[src/rtl/brfe_pkg.sv]
package brfe_pkg;
    typedef enum logic [1:0] {
        DS_BOOT,
        DS_LIVE,
        DS_SHADOW
    } dslot_e;

    localparam logic [5:0] OPC_BEQ = 6'h04;
    localparam int         INSTR_W = 32;
    localparam int         IMM_W   = 16;
    localparam int         REG_IW  = 5;
endpackage

[src/rtl/brfe_fetch.sv]
module brfe_fetch #(
    parameter int PC_W = 32
) (
    input  logic            clk,
    input  logic            rst,
    input  logic            stall,
    input  logic            redirect,
    input  logic [PC_W-1:0] target,
    output logic [PC_W-1:0] pc
);
    localparam logic [PC_W-1:0] STEP = PC_W'(4);

    logic [PC_W-1:0] pc_q;
    logic [PC_W-1:0] pc_d;

    always_comb begin
        if (stall)         pc_d = pc_q;
        else if (redirect) pc_d = target;
        else               pc_d = pc_q + STEP;
    end

    always_ff @(posedge clk) begin
        if (rst) pc_q <= '0;
        else     pc_q <= pc_d;
    end

    assign pc = pc_q;

    AST_PC_SEQ: assert property (@(posedge clk) disable iff (rst)
        (!stall && !redirect) |=> pc_q == $past(pc_q) + STEP);
    AST_PC_REDIRECT: assert property (@(posedge clk) disable iff (rst)
        redirect |=> pc_q == $past(target));
    AST_PC_STALL: assert property (@(posedge clk) disable iff (rst)
        stall |=> $stable(pc_q));
endmodule

[src/rtl/brfe_decode.sv]
module brfe_decode
    import brfe_pkg::*;
#(
    parameter int PC_W   = 32,
    parameter int DATA_W = 32
) (
    input  logic               clk,
    input  logic               rst,
    input  logic               stall,
    input  logic [PC_W-1:0]    fetch_pc,
    input  logic [INSTR_W-1:0] word,
    input  logic [DATA_W-1:0]  rs_val,
    input  logic [DATA_W-1:0]  rt_val,
    output logic               dec_valid,
    output logic [PC_W-1:0]    dec_pc,
    output logic [INSTR_W-1:0] dec_instr,
    output logic [REG_IW-1:0]  rs_idx,
    output logic [REG_IW-1:0]  rt_idx,
    output logic               redirect,
    output logic [PC_W-1:0]    target
);
    localparam int EXT_W = PC_W - IMM_W - 2;

    dslot_e          state_q, state_d;
    logic [PC_W-1:0] dpc_q;
    logic            is_beq;
    logic            taken;
    logic [PC_W-1:0] disp;

    assign is_beq = (word[INSTR_W-1 -: 6] == OPC_BEQ);
    assign disp   = {{EXT_W{word[IMM_W-1]}}, word[IMM_W-1:0], 2'b00};

    // next-state selection
    always_comb begin
        state_d = state_q;
        unique case (state_q)
            DS_BOOT:   if (!stall) state_d = DS_LIVE;
            DS_LIVE:   if (!stall) state_d = taken ? DS_SHADOW : DS_LIVE;
            DS_SHADOW: if (!stall) state_d = DS_LIVE;
            default:   state_d = DS_BOOT;
        endcase
    end

    // state register
    always_ff @(posedge clk) begin
        if (rst) begin
            state_q <= DS_BOOT;
            dpc_q   <= '0;
        end else begin
            state_q <= state_d;
            if (!stall) dpc_q <= fetch_pc;
        end
    end

    // outputs
    always_comb begin
        dec_valid = 1'b0;
        taken     = 1'b0;
        unique case (state_q)
            DS_BOOT:   dec_valid = 1'b0;
            DS_LIVE: begin
                dec_valid = 1'b1;
                taken     = is_beq && (rs_val == rt_val) && !stall;
            end
            DS_SHADOW: dec_valid = 1'b0;
            default:   dec_valid = 1'b0;
        endcase
    end

    assign redirect  = taken;
    assign target    = dpc_q + PC_W'(4) + disp;
    assign dec_pc    = dpc_q;
    assign dec_instr = word;
    assign rs_idx    = word[25:21];
    assign rt_idx    = word[20:16];

    AST_SQUASH_BUBBLE: assert property (@(posedge clk) disable iff (rst)
        redirect |=> !dec_valid);
    AST_SHADOW_QUIET: assert property (@(posedge clk) disable iff (rst)
        redirect |=> !redirect);
    AST_NT_FLOW: assert property (@(posedge clk) disable iff (rst)
        (dec_valid && !redirect && !stall) |=> dec_valid);
    AST_STALL_FREEZE: assert property (@(posedge clk) disable iff (rst)
        stall |=> ($stable(dpc_q) && $stable(dec_valid)));
endmodule

[src/rtl/brfe_frontend.sv]
module brfe_frontend
    import brfe_pkg::*;
#(
    parameter int PC_W   = 32,
    parameter int DATA_W = 32
) (
    input  logic               clk,
    input  logic               rst,
    input  logic               stall,
    output logic [PC_W-1:0]    imem_addr,
    output logic               imem_en,
    input  logic [INSTR_W-1:0] imem_rdata,
    output logic [REG_IW-1:0]  rs_idx,
    output logic [REG_IW-1:0]  rt_idx,
    input  logic [DATA_W-1:0]  rs_val,
    input  logic [DATA_W-1:0]  rt_val,
    output logic               dec_valid,
    output logic [PC_W-1:0]    dec_pc,
    output logic [INSTR_W-1:0] dec_instr,
    output logic               redirect
);
    logic [PC_W-1:0] pc;
    logic [PC_W-1:0] target;

    brfe_fetch #(.PC_W(PC_W)) u_fetch (
        .clk(clk), .rst(rst), .stall(stall),
        .redirect(redirect), .target(target), .pc(pc)
    );

    brfe_decode #(.PC_W(PC_W), .DATA_W(DATA_W)) u_decode (
        .clk(clk), .rst(rst), .stall(stall),
        .fetch_pc(pc), .word(imem_rdata),
        .rs_val(rs_val), .rt_val(rt_val),
        .dec_valid(dec_valid), .dec_pc(dec_pc), .dec_instr(dec_instr),
        .rs_idx(rs_idx), .rt_idx(rt_idx),
        .redirect(redirect), .target(target)
    );

    assign imem_addr = pc;
    assign imem_en   = !stall;

    AST_RESET_EMPTY: assert property (@(posedge clk)
        rst |=> (imem_addr == '0 && !dec_valid));
    AST_STALL_NOREAD: assert property (@(posedge clk) disable iff (rst)
        stall |-> !redirect);
endmodule

[config.mk]
export PLATFORM = sky130hd
export DESIGN_NAME = brfe_frontend
export DESIGN_NICKNAME = d
export VERILOG_FILES = /design/src/rtl/brfe_pkg.sv /design/src/rtl/brfe_fetch.sv /design/src/rtl/brfe_decode.sv /design/src/rtl/brfe_frontend.sv
export SDC_FILE = /design/constraint.sdc
export NUM_CORES = 1
export LEC_CHECK = 0
export BUFFER_PORTS_ARGS = -buffer_cell sky130_fd_sc_hd__buf_2
export CAP_MARGIN = 30
export CELL_PAD_IN_SITES_DETAIL_PLACEMENT = 0
export CELL_PAD_IN_SITES_GLOBAL_PLACEMENT = 1
export CORE_MARGIN = 4
export CORE_UTILIZATION = 37
export CTS_BUF_LIST = sky130_fd_sc_hd__clkbuf_4
export DETAILED_ROUTE_END_ITERATION = 12
export GPL_TIMING_DRIVEN = 0
export PLACE_DENSITY_LB_ADDON = 0.15
export SLEW_MARGIN = 20
export SYNTH_ARGS = -nofsm -noshare
export SYNTH_HDL_FRONTEND = slang
export SYNTH_SLANG_ARGS = --single-unit
[constraint.sdc]
create_clock -name clk -period 3.1 [get_ports clk]
set_input_delay 0 -clock clk [delete_from_list [all_inputs] [get_ports clk]]
set_output_delay 0 -clock clk [all_outputs]
set_load 0.005 [all_outputs]
Word-level counts from Yosys, hierarchy flattened
Cells that the tools add are included.
{"block": "word_totals", "regBits": 66, "in_bits": 99, "out_inout_bits": 109, "elab_cells": 25}
{"block": "op_classes", "add_sub_neg": 3, "eq_ne": 6, "muxes": 7, "reduce_logical": 6}
{"cell": "$add A32 B3 Y32 const B", "count": 2}
{"cell": "$add A32 B32 Y32", "count": 1}
{"cell": "$eq A32 B32 Y1", "count": 1}
{"cell": "$mux W32", "count": 1}
{"cell": "$eq A6 B3 Y1 const B", "count": 1}
{"cell": "$mux W2", "count": 3}
{"cell": "$ne A2 B2 Y1 const B", "count": 2}
{"cell": "$pmux W2 S2", "count": 1}
{"cell": "$eq A2 B1 Y1 const B", "count": 1}
{"cell": "$eq A2 B2 Y1 const B", "count": 1}
{"cell": "$logic_and A1 B1 Y1", "count": 2}
{"cell": "$logic_not A2 Y1", "count": 1}
{"cell": "$mux W1", "count": 2}
{"cell": "$reduce_and A2 Y1", "count": 1}
{"cell": "$reduce_or A2 Y1", "count": 1}
{"cell": "$logic_not A1 Y1", "count": 1}

Depth between registers and ports, before layout
Gate-level depths: netlist of run 1.
{"block": "logic_depth", "ltp_word": 7, "mapped_depth": 13, "depth_no_buf": 13}

By module
Synthesis of run 1 repeated with hierarchy kept, for this count alone.
{"block": "unflattened", "hier_cells": 710, "hier_area_um2": 5871.9}
{"mod": "brfe_decode", "n_inst": 1, "cells_each": 432, "area_each_um2": 3722.3, "seq_area_each_um2": 680.7}
{"mod": "brfe_fetch", "n_inst": 1, "cells_each": 277, "area_each_um2": 2145.8, "seq_area_each_um2": 640.6}
{"mod": "brfe_frontend", "n_inst": 1, "cells_each": 1, "area_each_um2": 3.8, "seq_area_each_um2": 0.0}

Least setup slack after synthesis of run 1
OpenSTA, ideal clock, no wires.
{"block": "synth_path", "path_kind": "register to register", "from": "reg u_decode.dpc_q[3] (netlist: u_decode.dec_pc[3])", "to": "reg u_fetch.pc_q[25] (netlist: u_fetch.pc[25])", "setup_ns": 0.122, "t_arrival_ns": 2.729, "t_required_ns": 2.978, "path_slack_ns": 0.249, "stages_incl_launch_ff": 12, "n_path_buf": 0, "synth_period_minus_slack_ns": 2.851, "path_cell_list": "dfxtp_1 ha_1 ha_1 fa_1 a211oi_1 o21ai_0 a21oi_2 o21ai_1 a311o_1 a21boi_1 xor2_1 a21oi_1"}
{"block": "synth_between", "elab_chain_cells": 3}
{"item": "from (decl)", "line": "brfe_decode.sv:25", "source": "logic [PC_W-1:0] dpc_q;"}
{"item": "from (signal assigned)", "line": "brfe_decode.sv:51", "source": "if (!stall) dpc_q <= fetch_pc;"}
{"item": "$add A32 B3 Y32", "line": "brfe_decode.sv:71", "source": "assign target = dpc_q + PC_W'(4) + disp;"}
{"item": "$add A32 B32 Y32", "line": "brfe_decode.sv:71"}
{"item": "$mux W32", "line": "brfe_fetch.sv:18", "source": "else if (redirect) pc_d = target;"}
{"item": "to (signal assigned)", "line": "brfe_fetch.sv:24", "source": "else pc_q <= pc_d;"}
{"item": "to (decl)", "line": "brfe_fetch.sv:13", "source": "logic [PC_W-1:0] pc_q;"}
Every way passes these cells.
A chain may end at the register's enable or synchronous reset.

Final worst setup path of run 1
{"block": "layout_path", "from": "reg u_decode.dpc_q[3] (netlist: u_decode.dec_pc[3])", "to": "reg u_fetch.pc_q[29] (netlist: u_fetch.pc[29])"}
The elaborated chain is that of the path after synthesis.

==> reports/results.tsv, run 1 <==
metric	value	unit
syn_area	5630	um^2
crit_start	u_decode.dec_pc[3]	
port_buffers	197	
grt_max_degree	17	
cts_tree	built	
crit_buf_inv	0	
start_kind	flip-flop	
numCtsBuffers	9	
clock_path_buffers	2	
antenna_found_initial	0	
via_count	6035	
grt_overflow	0	
fin_crit	3000	ps
min_to	u_fetch.pc[2]	
timing.fmax	334	MHz
ys.flop_type	dfxtp_1	
syn_to_final_growth	26.0	%
ant_nets	0	
core	14700	um^2
drc	0	
power_switching	560	uW
setup_viol	0	
worstPathCellList	ha_1 > ha_2 > fa_2 > a211oi_4 > o21ai_2 > a21oi_4 > o21ai_2 > a311o_1 > nand2b_1 > mux2i_1 > a21oi_1	
synth_edf_count	0	
core.rowCount	44	
grt_pass1_vias	5940	
async_flop_share	0	
drv_cap	0	
diodes	0	
drv_slew	0	
die_area	17200	um^2
min-delay-start	imem_rdata[0]	
skew	18.8	ps
max_stage_delay	430	ps
cp_common_cell	o21ai_2	
cts_sinks	66	
power.combinational.fraction	0.209	
timing.hold.worst_path_depth	6	
worst_ep_required_time	3450	ps
via_per_inst	5.44	
reg2reg_depth	11	
gp_congestion	0.878	
leakagePower	0.00342	uW
seq_area_frac_synth	0.235	
routedWlPerCell	17.2	um
final_common_cell	buf_2	
path_max_fanout	3	
drive_gt1_frac	0.308	
track_usage	0.213	
nFillCells	1500	
clk_pin_slew_worst_paths	120	ps
ys_ff_latch	66	
grt_pass1_wl	30200	um
cp.arrival	3340	ps
hold_class	input pin to flip-flop	
syn-num-nets	867	
power.density	264	nW/um^2
detail_route.first_pass.iterations	5	
cp_top_family	compound AO/OA/AOI/OAI gates	
cpMaxStageDelayCell	a311o_1	
ioPinCount	208	
relSlewSlack	0.384	
clockPowerShare	0.333	
cts_root_buf	clkbuf_4	
peakVddDrop	0.000120	V
post-route-period-util	0.966	
cp-end-kind	flip-flop	
outcome	finished clean	
finalWorstSetupSlack	105	ps
initial_core_util	0.383	
h-tree-depth	3	
finalSetupTns	0	ps
synth.distinct_cells	59	
clk_latency	460	ps
worst_slew_pin_slew	924	ps
timing.rr.start	u_decode.dec_pc[3]	
fin_nets	1079	
die_y	131	um
place_ws	-331	ps
finalHoldViolations	0	
dp_hpwl	15100	um
synthesis.instances	709	
p_seq_frac	0.459	
yosysWarnings	0	
final_cell_mix	buf_2 (202), nor2_1 (75), dfxtp_1 (65), a21oi_1 (61), ha_1 (56)	
intPower	1310	uW
criticalPathCategory	flip-flop to flip-flop	
switching_share	0.300	
drtIter0Drc	317	
wl	19100	um
reg2reg_to	u_fetch.pc[29]	
avgSynthCellArea	7.94	um^2
rsz0062_at_grt	false	
die_x	131	um
rrSetupSlack	100	ps
==> final cells by class <==
type,instances,area (um^2),share of cell area
multi-input cells,558,3890,0.549
flip-flops and latches,66,1320,0.187
well taps,184,230,0.0325
inverters,9,33.8,0.00477
repair buffers,202,1030,0.145
clock buffers,12,90.1,0.0127
clock inverters,4,42.5,0.00600
plain buffers,75,450,0.0635
==> power by group through the flow <==
stage	combinational, uW	sequential (uW)	clock [uW]
floorplan	224	875	0
detailed placement	385	876	0
finish	390	857	622
global route	430	858	676
global placement	380	876	0
CTS	389	857	649
==> cells in the mapped netlist, drive strengths merged (3+ instances only) <==
| library cell | n | share of area |
|---|---|---|
| a2111oi | 3 | 0.0047 |
| a211oi | 9 | 0.012 |
| buf | 56 | 0.067 |
| a21oi | 62 | 0.056 |
| a41oi | 6 | 0.0093 |
| nor4 | 7 | 0.010 |
| a211o | 4 | 0.0062 |
| inv | 9 | 0.0060 |
| o21ai | 34 | 0.030 |
| and3 | 9 | 0.010 |
| a21o | 17 | 0.023 |
| clkbuf | 20 | 0.013 |
| o211ai | 5 | 0.0067 |
| nand4 | 22 | 0.024 |
| dfxtp | 66 | 0.23 |
| nand2 | 55 | 0.037 |
| xor2 | 11 | 0.017 |
| nor3 | 20 | 0.018 |
| nor2 | 76 | 0.051 |
| nand3 | 20 | 0.019 |
| nand3b | 4 | 0.0053 |
| xnor2 | 43 | 0.067 |
| ha | 58 | 0.13 |
| a31oi | 14 | 0.016 |
| mux2i | 34 | 0.060 |
| o22ai | 4 | 0.0044 |
| o21a | 3 | 0.0040 |
| o21bai | 6 | 0.0080 |
==> flip-flops by register name, summed over array words and instances (netlist names) <==
| register | flops |
|---|---|
| u_decode.dec_pc | 32 |
| u_decode.state_q | 2 |
| u_fetch.pc | 32 |
==> through the flow <==
| step | cells | total power, uW | util | hold slack, ps | cell area (um^2) |
|---|---|---|---|---|---|
| 4_1_cts | 1109 | 1900 | 0.478 | 10.4 | 7020 |
| 5_1_grt | 1110 | 1960 | 0.482 | 86.4 | 7090 |
| 6_report | 1110 | 1870 | 0.482 | 43.9 | 7090 |
| 2_1_floorplan | 709 | 1100 | - | 80.8 | 5630 |
| 3_3_place_gp | 1090 | 1260 | 0.466 | 170 | 6840 |
| 3_5_place_dp | 1090 | 1260 | 0.466 | 167 | 6840 |
==> metal layers <==
layer / vias to the layer above / GRT usage / wire, um
li1: 2979 / - / -
met1: 2806 / 0.275 / 8730
met2: 226 / 0.361 / 8880
met3: 24 / 0.0409 / 1170
met4: 0 / 0.0677 / 352
met5: - / 0 / 0
==> worst max-delay path by stage <==
stage               cells past startpoint        endpoint
floorplan                              11  u_fetch.pc[25]
global placement                       11  u_fetch.pc[29]
detailed placement                     11  u_fetch.pc[29]
CTS                                    11  u_fetch.pc[29]
global route                           11  u_fetch.pc[29]
finish                                 11  u_fetch.pc[29]
==> timing repair <==
item,in CTS,in global routing
hold endpoints to repair,3,0
gates resized for setup,5,17
pin swaps,2,5
hold buffers,1,0
endpoints found under the setup margin,5,6
setup buffers,2,2
==> cells by family after synthesis <==
| kind of cell | count (synthesis) | synth area share |
|---|---|---|
| XOR/XNOR | 54 | 0.0841 |
| buffers and inverters | 85 | 0.0865 |
| multiplexers | 34 | 0.0605 |
| flip-flops | 66 | 0.235 |
| AO/OA/AOI/OAI | 184 | 0.208 |
| AND/OR/NAND/NOR | 227 | 0.194 |
| adder cells (fa/ha/maj) | 59 | 0.133 |
==> worst register-to-register path, cell delays in order (launching register included) <==
cell and delay, ps:
dfxtp_2 340, ha_1 280, ha_2 210, fa_2 400, a211oi_4 290, o21ai_2 130, a21oi_4 220, o21ai_2 110
a311o_1 430, nand2b_1 150, mux2i_1 260, a21oi_1 100
No activity file was read; power rests on OpenSTA's default activity.
==> inputs of run 2 (changes only) <==
- CORE_UTILIZATION: 37 -> 36
- CTS_BUF_LIST: sky130_fd_sc_hd__clkbuf_4 -> unset
==> run 2 against run 1 <==
Against the previous run: register-to-register slack improved by 30 ps; total power rose by 27%; combinational power barely moved; final cell count rose by 2.2%; non-clock buffer count fell by 3; largest cell class unchanged; highest routed layer unchanged.
==> reports/results.tsv, run 2 (same netlist as run 1, synthesis figures left out) <==
metric	value	unit
via_count	6018	
cts_tree	built	
worst_ep_required_time	3320	ps
post-route-period-util	0.957	
whs	61.7	ps
via_per_inst	5.31	
routedWlPerCell	16.7	um
drtIter0Drc	331	
fin_crit	2970	ps
drc	0	
grt_pass1_wl	30300	um
die_y	133	um
cts_root_buf	clkbuf_16	
port_buffers	197	
syn_to_final_growth	29.8	%
die_area	17700	um^2
rsz0062_at_grt	false	
drv_cap	0	
cp-end-kind	flip-flop	
final_cell_mix	buf_2 (202), nor2_1 (75), dfxtp_1 (66), a21oi_1 (61), ha_1 (56)	
ioPinCount	208	
numCtsBuffers	9	
worst_slew_pin_slew	911	ps
die_x	133	um
grt_max_degree	17	
dp_hpwl	14900	um
outcome	finished clean	
leakagePower	0.00349	uW
register_area	1320	um^2
gp_congestion	0.851	
core	15300	um^2
ant_nets	0	
diodes	0	
fin_nets	1076	
start_kind	flip-flop	
antenna_found_initial	0	
power.density	324	nW/um^2
track_usage	0.209	
power.total	2370	uW
cp.arrival	3190	ps
clk_pin_slew_worst_paths	60	ps
peakVddDrop	0.000231	V
grt_pass1_vias	6000	
clock_path_buffers	2	
skew	7.03	ps
clk_latency	340	ps
h-tree-depth	3	
drive_gt1_frac	0.308	
initial_core_util	0.369	
final_common_cell	buf_2	
cts_sinks	66	
finalHoldViolations	0	
criticalPathCategory	flip-flop to flip-flop	
wl	18900	um
timing.fmax	337	MHz
nFillCells	1563	
path_max_fanout	6	
grt_overflow	0	
setup_viol	0	
core.rowCount	45	
hold_class	input pin to flip-flop	
multiInputGateArea	3910	um^2
detail_route.first_pass.iterations	5	
relSlewSlack	0.392	
drv_slew	0	
-- run 2: cell count changes in the layout (fill, tap and decap cells not counted), sizes merged --
cell,previous run,this run
buf,257,256
clkbuf,31,33
clkinv,3,0
dlygate4sd3,1,0
-- run 2: area by class of cell --
class                      count  area share
timing repair buffer         200       0.138
sequential                    66       0.181
buffer                        74      0.0610
clock buffer                  15      0.0394
tap                          211      0.0362
inverter                       9     0.00463
clock inverter                 1     0.00411
multi-input combinational    558       0.536
-- run 2: per-layer routing --
layer / GRT usage / routed length [um] / share of wire
met5: 0 / 0 / 0
met4: 0.0652 / 315 / 0.017
met3: 0.0445 / 1360 / 0.072
met2: 0.346 / 8800 / 0.46
met1: 0.273 / 8460 / 0.45
-- run 2: final timing paths --
check | startpoint | depth (start not counted) | slack [ps] | end
setup / recovery | u_decode.dec_pc[10] | 10 | 130 | u_fetch.pc[29]
setup reg to reg | u_decode.dec_pc[10] | 10 | 130 | u_fetch.pc[29]
hold / removal | rst | 4 | 60 | u_fetch.pc[21]
hold reg to reg | u_decode.dec_pc[0] | 2 | 470 | u_fetch.pc[0]
-- run 2: critical path: stages (launching register included) --
cell,delay (ps)
dfxtp_1,320
ha_1,280
ha_1,390
a2111oi_1,420
o21ai_2,140
a21oi_2,260
o21ai_2,100
a311o_1,430
nand2b_1,150
mux2i_2,270
a21oi_1,100
-- run 2: timing repair --
| action | in CTS | in global routing |
|---|---|---|
| gates resized for setup | 6 | 14 |
| setup endpoints to repair | 5 | 7 |
| pin swaps | 2 | 6 |
| setup buffers | 1 | 2 |
| hold buffers | 0 | 0 |
| cloned | 0 | 0 |
-- run 2: stage by stage --
stage | worst slack (ps) | std cells | util | setup TNS [ps] | cell area (um^2)
2_1_floorplan | 249 | 709 | - | 0 | 5630
3_3_place_gp | -324 | 1117 | 0.451 | -754 | 6880
3_5_place_dp | -326 | 1117 | 0.451 | -817 | 6880
4_1_cts | 20.4 | 1134 | 0.473 | 0 | 7220
5_1_grt | 16.7 | 1134 | 0.479 | 0 | 7300
6_report | 133 | 1134 | 0.479 | 0 | 7300
-- run 2: where the power goes --
group          leakage [uW]  internal [uW]  switching (uW)
registers          0.000532            852            5.03
logic               0.00280            192             199
clock network      0.000156            712             409
total               0.00349           1760             613
